--- config.mk ---
export PLATFORM = sky130hd
export DESIGN_NAME = pt_walk
export DESIGN_NICKNAME = d
export VERILOG_FILES = /design/src/rtl/pt_walk_pkg.sv /design/src/rtl/pt_va_split.sv /design/src/rtl/pt_slot_addr.sv /design/src/rtl/pt_entry_dec.sv /design/src/rtl/pt_walk.sv
export SDC_FILE = /design/constraint.sdc
export NUM_CORES = 1
export LEC_CHECK = 0
export BUFFER_PORTS_ARGS = -buffer_cell sky130_fd_sc_hd__buf_2
export CORE_UTILIZATION = 37
export DETAILED_ROUTE_END_ITERATION = 10
export PLACE_DENSITY = 0.6
export SLEW_MARGIN = 20
export SYNTH_ARGS = -nofsm -noshare
export SYNTH_HDL_FRONTEND = slang
export SYNTH_SLANG_ARGS = --single-unit
--- constraint.sdc ---
create_clock -name clk_i -period 3.8 [get_ports clk_i]
set_clock_uncertainty 0.2 [all_clocks]
set_input_delay 0.57 -clock clk_i [delete_from_list [all_inputs] [get_ports clk_i]]
set_output_delay 0.57 -clock clk_i [all_outputs]
set_load 0.01 [all_outputs]
--- src/rtl/pt_walk_pkg.sv ---
package pt_walk_pkg;

  typedef enum logic [2:0] {
    ST_IDLE,
    ST_CHECK,
    ST_RD_OUTER,
    ST_RD_INNER,
    ST_DONE,
    ST_FAULT
  } walk_state_e;

  typedef enum logic [1:0] {
    FLT_NONE  = 2'd0,
    FLT_LEN   = 2'd1,
    FLT_OUTER = 2'd2,
    FLT_INNER = 2'd3
  } fault_e;

endpackage

--- src/rtl/pt_va_split.sv ---
module pt_va_split #(
  parameter int VA_W    = 32,
  parameter int OFF_W   = 10,
  parameter int OUTER_W = 12,
  localparam int INNER_W = VA_W - OFF_W - OUTER_W
) (
  input  logic [VA_W-1:0]    vaddr_i,
  output logic [OUTER_W-1:0] outer_idx_o,
  output logic [INNER_W-1:0] inner_idx_o,
  output logic [OFF_W-1:0]   offset_o
);
  assign outer_idx_o = vaddr_i[VA_W-1 -: OUTER_W];
  assign inner_idx_o = vaddr_i[OFF_W +: INNER_W];
  assign offset_o    = vaddr_i[OFF_W-1:0];
endmodule

--- src/rtl/pt_slot_addr.sv ---
module pt_slot_addr #(
  parameter int AW          = 32,
  parameter int IDX_W       = 12,
  parameter int ENTRY_BYTES = 4,
  localparam int SH = $clog2(ENTRY_BYTES)
) (
  input  logic [AW-1:0]    base_i,
  input  logic [IDX_W-1:0] idx_i,
  output logic [AW-1:0]    addr_o
);
  assign addr_o = base_i + {{(AW-IDX_W-SH){1'b0}}, idx_i, {SH{1'b0}}};
endmodule

--- src/rtl/pt_entry_dec.sv ---
module pt_entry_dec #(
  parameter int PTE_W = 32,
  parameter int OFF_W = 10
) (
  input  logic [PTE_W-1:0] pte_i,
  output logic             valid_o,
  output logic [PTE_W-1:0] frame_base_o
);
  logic unused_bits;
  assign unused_bits  = ^pte_i[OFF_W-1:1];
  assign valid_o      = pte_i[0];
  assign frame_base_o = {pte_i[PTE_W-1:OFF_W], {OFF_W{1'b0}}};
endmodule

--- src/rtl/pt_walk.sv ---
module pt_walk
  import pt_walk_pkg::*;
#(
  parameter int VA_W    = 32,
  parameter int OFF_W   = 10,
  parameter int OUTER_W = 12,
  parameter int PTE_W   = 32,
  localparam int INNER_W     = VA_W - OFF_W - OUTER_W,
  localparam int LEN_W       = OUTER_W + 1,
  localparam int AW          = PTE_W,
  localparam int ENTRY_BYTES = PTE_W / 8
) (
  input  logic              clk_i,
  input  logic              rst_ni,
  input  logic              req_valid_i,
  input  logic [VA_W-1:0]   req_vaddr_i,
  input  logic [AW-1:0]     table_root_i,
  input  logic [LEN_W-1:0]  table_len_i,
  output logic              busy_o,
  output logic              done_o,
  output logic              fault_o,
  output logic [1:0]        fault_code_o,
  output logic [PTE_W-1:0]  paddr_o,
  output logic              mem_req_o,
  output logic [AW-1:0]     mem_addr_o,
  input  logic              mem_rvalid_i,
  input  logic [PTE_W-1:0]  mem_rdata_i
);

  walk_state_e state_q, state_d;
  fault_e      fault_q, fault_d;
  logic [VA_W-1:0]  vaddr_q;
  logic [AW-1:0]    root_q;
  logic [LEN_W-1:0] len_q;
  logic [AW-1:0]    inner_base_q, inner_base_d;
  logic [PTE_W-1:0] paddr_q, paddr_d;

  logic [OUTER_W-1:0] outer_idx;
  logic [INNER_W-1:0] inner_idx;
  logic [OFF_W-1:0]   offset;
  logic [AW-1:0]      outer_addr, inner_addr;
  logic               pte_valid;
  logic [PTE_W-1:0]   frame_base;
  logic               out_of_range;

  pt_va_split #(.VA_W(VA_W), .OFF_W(OFF_W), .OUTER_W(OUTER_W)) u_split (
    .vaddr_i     (vaddr_q),
    .outer_idx_o (outer_idx),
    .inner_idx_o (inner_idx),
    .offset_o    (offset)
  );

  pt_slot_addr #(.AW(AW), .IDX_W(OUTER_W), .ENTRY_BYTES(ENTRY_BYTES)) u_outer_addr (
    .base_i (root_q),
    .idx_i  (outer_idx),
    .addr_o (outer_addr)
  );

  pt_slot_addr #(.AW(AW), .IDX_W(INNER_W), .ENTRY_BYTES(ENTRY_BYTES)) u_inner_addr (
    .base_i (inner_base_q),
    .idx_i  (inner_idx),
    .addr_o (inner_addr)
  );

  pt_entry_dec #(.PTE_W(PTE_W), .OFF_W(OFF_W)) u_dec (
    .pte_i        (mem_rdata_i),
    .valid_o      (pte_valid),
    .frame_base_o (frame_base)
  );

  assign out_of_range = {1'b0, outer_idx} >= len_q;

  always_comb begin
    state_d      = state_q;
    fault_d      = fault_q;
    inner_base_d = inner_base_q;
    paddr_d      = paddr_q;
    unique case (state_q)
      ST_IDLE: if (req_valid_i) begin
        state_d = ST_CHECK;
        fault_d = FLT_NONE;
      end
      ST_CHECK: begin
        if (out_of_range) begin
          state_d = ST_FAULT;
          fault_d = FLT_LEN;
        end else begin
          state_d = ST_RD_OUTER;
        end
      end
      ST_RD_OUTER: if (mem_rvalid_i) begin
        if (!pte_valid) begin
          state_d = ST_FAULT;
          fault_d = FLT_OUTER;
        end else begin
          state_d      = ST_RD_INNER;
          inner_base_d = frame_base;
        end
      end
      ST_RD_INNER: if (mem_rvalid_i) begin
        if (!pte_valid) begin
          state_d = ST_FAULT;
          fault_d = FLT_INNER;
        end else begin
          state_d = ST_DONE;
          paddr_d = frame_base | {{(PTE_W-OFF_W){1'b0}}, offset};
        end
      end
      ST_DONE:  state_d = ST_IDLE;
      ST_FAULT: state_d = ST_IDLE;
      default:  state_d = ST_IDLE;
    endcase
  end

  always_ff @(posedge clk_i or negedge rst_ni) begin
    if (!rst_ni) begin
      state_q      <= ST_IDLE;
      fault_q      <= FLT_NONE;
      vaddr_q      <= '0;
      root_q       <= '0;
      len_q        <= '0;
      inner_base_q <= '0;
      paddr_q      <= '0;
    end else begin
      state_q      <= state_d;
      fault_q      <= fault_d;
      inner_base_q <= inner_base_d;
      paddr_q      <= paddr_d;
      if (state_q == ST_IDLE && req_valid_i) begin
        vaddr_q <= req_vaddr_i;
        root_q  <= table_root_i;
        len_q   <= table_len_i;
      end
    end
  end

  assign busy_o       = state_q != ST_IDLE;
  assign done_o       = state_q == ST_DONE;
  assign fault_o      = state_q == ST_FAULT;
  assign fault_code_o = fault_q;
  assign paddr_o      = paddr_q;
  assign mem_req_o    = (state_q == ST_RD_OUTER) || (state_q == ST_RD_INNER);
  assign mem_addr_o   = (state_q == ST_RD_INNER) ? inner_addr : outer_addr;


  len_no_read_chk: assert property (@(posedge clk_i) disable iff (!rst_ni)
    (state_q == ST_CHECK && out_of_range) |=> (fault_o && !mem_req_o && fault_code_o == FLT_LEN));


  outer_fault_chk: assert property (@(posedge clk_i) disable iff (!rst_ni)
    (state_q == ST_RD_OUTER && mem_rvalid_i && !pte_valid) |=> (fault_o && fault_code_o == FLT_OUTER));


  mem_hold_chk: assert property (@(posedge clk_i) disable iff (!rst_ni)
    (mem_req_o && !mem_rvalid_i) |=> (mem_req_o && $stable(mem_addr_o)));


  mem_in_walk_chk: assert property (@(posedge clk_i) disable iff (!rst_ni)
    mem_req_o |-> busy_o);


  busy_hold_chk: assert property (@(posedge clk_i) disable iff (!rst_ni)
    (busy_o && !done_o && !fault_o) |=> busy_o);


  ignore_busy_chk: assert property (@(posedge clk_i) disable iff (!rst_ni)
    (busy_o && req_valid_i) |=> $stable(vaddr_q));


  pulse_excl_chk: assert property (@(posedge clk_i) disable iff (!rst_ni)
    !(done_o && fault_o));


  pulse_one_chk: assert property (@(posedge clk_i) disable iff (!rst_ni)
    (done_o || fault_o) |=> (!done_o && !fault_o && !busy_o));

endmodule

==> impl_metrics.tcl <==
set metrics [dict create \
    outcome "finished, final reports clean" \
    path_cells "ha_1 -> nand2_1 -> o311ai_2 -> a211oi_2 -> buf_4 -> nor4b_2 -> xnor2_1 -> mux2i_1 -> buf_2" \
    count_of_unresolved_drc_violations_after_routing 0 \
    grt_pass1_vias 5203 \
    timing_worst_setup_path_type "reg -> out" \
    synth.cells.most_frequent "sky130_fd_sc_hd__dfrtp_1, sky130_fd_sc_hd__mux2_2, sky130_fd_sc_hd__nand2_1, sky130_fd_sc_hd__a21oi_1, sky130_fd_sc_hd__o21ai_0" \
    floorplan.initialDensity_pct 37.9 \
    ir_worst_vdd_mv 0.371 \
    post_drt_wl_per_cell_um 15.4 \
    ys_ff_latch 136 \
    share_of_synthesized_flip_flops_with_an_asynchronous_set_or_reset_pct 100 \
    synth-seq-area-share_pct 47.7 \
    std_cell_rows 50 \
    hold_start "table_len_i[10]" \
    synthSimpleGateAreaFrac_pct 10.5 \
    pre_cts_ws_ns 0.408 \
    synth_mux_area_share_pct 19.1 \
    floorplan.io_pins 183 \
    area_growth_syn_to_layout_pct 26.2 \
    drt-initial-drc-count 191 \
    path_max_fanout 9 \
    global_route.overflow_total 0 \
    worst_hold_path_type "in -> reg" \
    gp_congestion 0.796 \
    crit_path_start_kind "register" \
    synth-adder-area-share_pct 5.12 \
    post-synth-top-area-cell "sky130_fd_sc_hd__dfrtp_1" \
    leakagePower_nw 4.10 \
    post_synth.cell_area_avg_um2 11.3 \
    root_buffer "sky130_fd_sc_hd__clkbuf_16" \
    num_vias 5183 \
    placed_cells_incl_taps 1052 \
    cp-startpoint "vaddr_q[23]" \
    drt-pass1-iter-count 4 \
    all_layer_gr_usage_pct 17.9 \
    layout.nets 954 \
    dpl.hpwl_mm 12.1 \
    avgViaCountPerCell 4.77 \
    worst_slew_pin_slew_ns 0.807 \
    die_area_um2 19800 \
    final_max_slew_viol_count 0 \
    max_slew_headroom_at_the_worst_pin_pct 46.0 \
    synth.area.top_cells "sky130_fd_sc_hd__dfrtp_1, sky130_fd_sc_hd__mux2_2, sky130_fd_sc_hd__ha_1" \
    synth_warnings 0 \
    clock_tree.htree_level_count 4 \
    synth.most_common_cell "sky130_fd_sc_hd__dfrtp_1" \
    fmaxAchievable_mhz 275 \
    deepest_clock_path_buffer_count 2 \
    synth_fp_nets 774 \
    synth.lib_cells_used.distinct 55 \
    grt_antenna_before_repair 1 \
    worst_setup_hold_path_clk_slew_ns 0.06 \
    drive_above_1_share_pct 43.3 \
    syn_area_um2 7140 \
    grt_max_degree 95 \
    synthFlopType "sky130_fd_sc_hd__dfrtp_1" \
    critical-path-max-stage-delay_ns 0.42 \
    instances_no_fill 1086 \
    maxCapViolations 0 \
    post_synth_inst_count 633 \
    worstSetupEndpointType "output pin" \
    cts_tree "done" \
    finalPower_mw 8.79 \
    synth-compound-area-share_pct 8.38 \
    hold_slack_ns 0.155 \
    crit_arrival_ns 2.86 \
    yosysTopAreaCellShare_pct 47.7 \
    power.density_nw_per_um2 976 \
    post_layout_min_period_ns 3.63 \
    rsz0062_at_grt "false" \
    core_area_um2 18800 \
    timing.rr.start "state_q[1]" \
    tritoncts_num_sinks 136 \
    report.final.hold_viol_count 0 \
    timing.final.crit_share_pct 95.6 \
    insertion_delay_ns 0.42 \
    tritoncts.num_buffers 17 \
    crit_slowest_cell "sky130_fd_sc_hd__ha_1" \
    grt_pass1_wl_mm 27.2 \
    yosys.area_share.xor_xnor_pct 5.77 \
    routed_wl_mm 16.7 \
    synth_top_family_by_area "multiplexers" \
    synth_enable_flop_cells 0 \
    cp_data_required_time_ns 3.03 \
    final_tns_setup_ns 0 \
    post_route_worst_setup_slack_ns 0.166 \
    buffer_ports.inserted 173 \
    die-width_um 141 \
    fp.dieH_um 141 \
    timing.final.setup_violations 0 \
    drtAntennaViolNets 0 \
]
[cell usage in the layout, fill, tap and decap left out, types with 17 or more instances in the layout]
master and count:
sky130_fd_sc_hd__nand3_1 20, sky130_fd_sc_hd__inv_1 27, sky130_fd_sc_hd__dfrtp_1 136, sky130_fd_sc_hd__o21ai_0 32, sky130_fd_sc_hd__clkbuf_16 17, sky130_fd_sc_hd__nor2_1 26, sky130_fd_sc_hd__xnor2_1 25, sky130_fd_sc_hd__nand2_1 60
sky130_fd_sc_hd__a21oi_1 34, sky130_fd_sc_hd__xor2_1 22, sky130_fd_sc_hd__ha_1 25, sky130_fd_sc_hd__buf_2 172, sky130_fd_sc_hd__mux2_2 112
[worst max-delay path: cells and delay by family (launching register included)]
kind,cells,cell delay [ns]
buffers and inverters,2,0.38
DFF,1,0.40
adders and majority gates,1,0.42
xor gates and xnor gates,1,0.10
AOI/OAI and AO/OA,2,0.50
and+or+nand+nor,2,0.43
muxes,1,0.21
[registers in the layout, indices dropped and copies added, names as in the netlist]
signal	cells
state_q	3
len_q	13
fault_code_o	2
root_q	32
vaddr_q	32
paddr_o	32
inner_base_q	22
[through the flow]
step                utilization (%)  instance area, um2
detailed placement             44.2                8320
global placement               44.2                8320
CTS                            47.5                8950
finish                         47.8                9010
global route                   47.8                9010
floorplan                         -                7140
[cell type report]
cell class / instances / area, um2
repair buffers: 187 / 1000
multi-input cells: 444 / 3560
inverters: 27 / 101
clock buffers: 17 / 425
well taps: 260 / 325
diodes: 1 / 2.50
clock inverters: 14 / 190
flip-flops and latches: 136 / 3400
fillers: 1797 / 9820
[cells by family after synthesis]
group,after synthesis
and+or+nand+nor,151
DFF,136
adders and majority gates,28
buffers and inverters,53
xor gates and xnor gates,47
muxes,122
AOI/OAI and AO/OA,96
[routing by layer]
metal / track usage [%] / part of all wire (%) / vias up
li1: - / - / 2581
met1: 23.9 / 48 / 2478
met2: 28.1 / 47 / 105
met3: 3.84 / 3.8 / 19
met4: 7.61 / 2.0 / 0
met5: 0 / 0 / -
[what timing repair did]
item                                    in CTS  in global routing
gates resized for setup                      1                 10
endpoints found under the setup margin       2                  5
hold buffers                                 1                  0
pin swaps                                    0                  2
endpoints found under the hold margin       28                  0
setup buffers                                0                  1
[power by group]
| group | internal [mW] | leakage [nW] | switching (mW) |
|---|---|---|---|
| Clock | 1.05 | 0.299 | 0.693 |
| Combinational | 2.04 | 2.16 | 2.31 |
| Sequential | 2.17 | 1.64 | 0.522 |
| Total | 5.26 | 4.10 | 3.53 |
[worst paths after layout]
path | endpoint | slack [ns] | depth (start not counted)
setup / recovery | mem_addr_o[27] | 0.17 | 9
hold / removal | len_q[10] | 0.16 | 3
setup reg to reg | paddr_o[8] | 0.99 | 5
hold reg to reg | paddr_o[4] | 0.30 | 1
max in group asynchronous | paddr_o[3] | 2.14 | 3
min in group asynchronous | paddr_o[18] | 0.52 | 2
No activity file was read; power rests on OpenSTA's default activity.
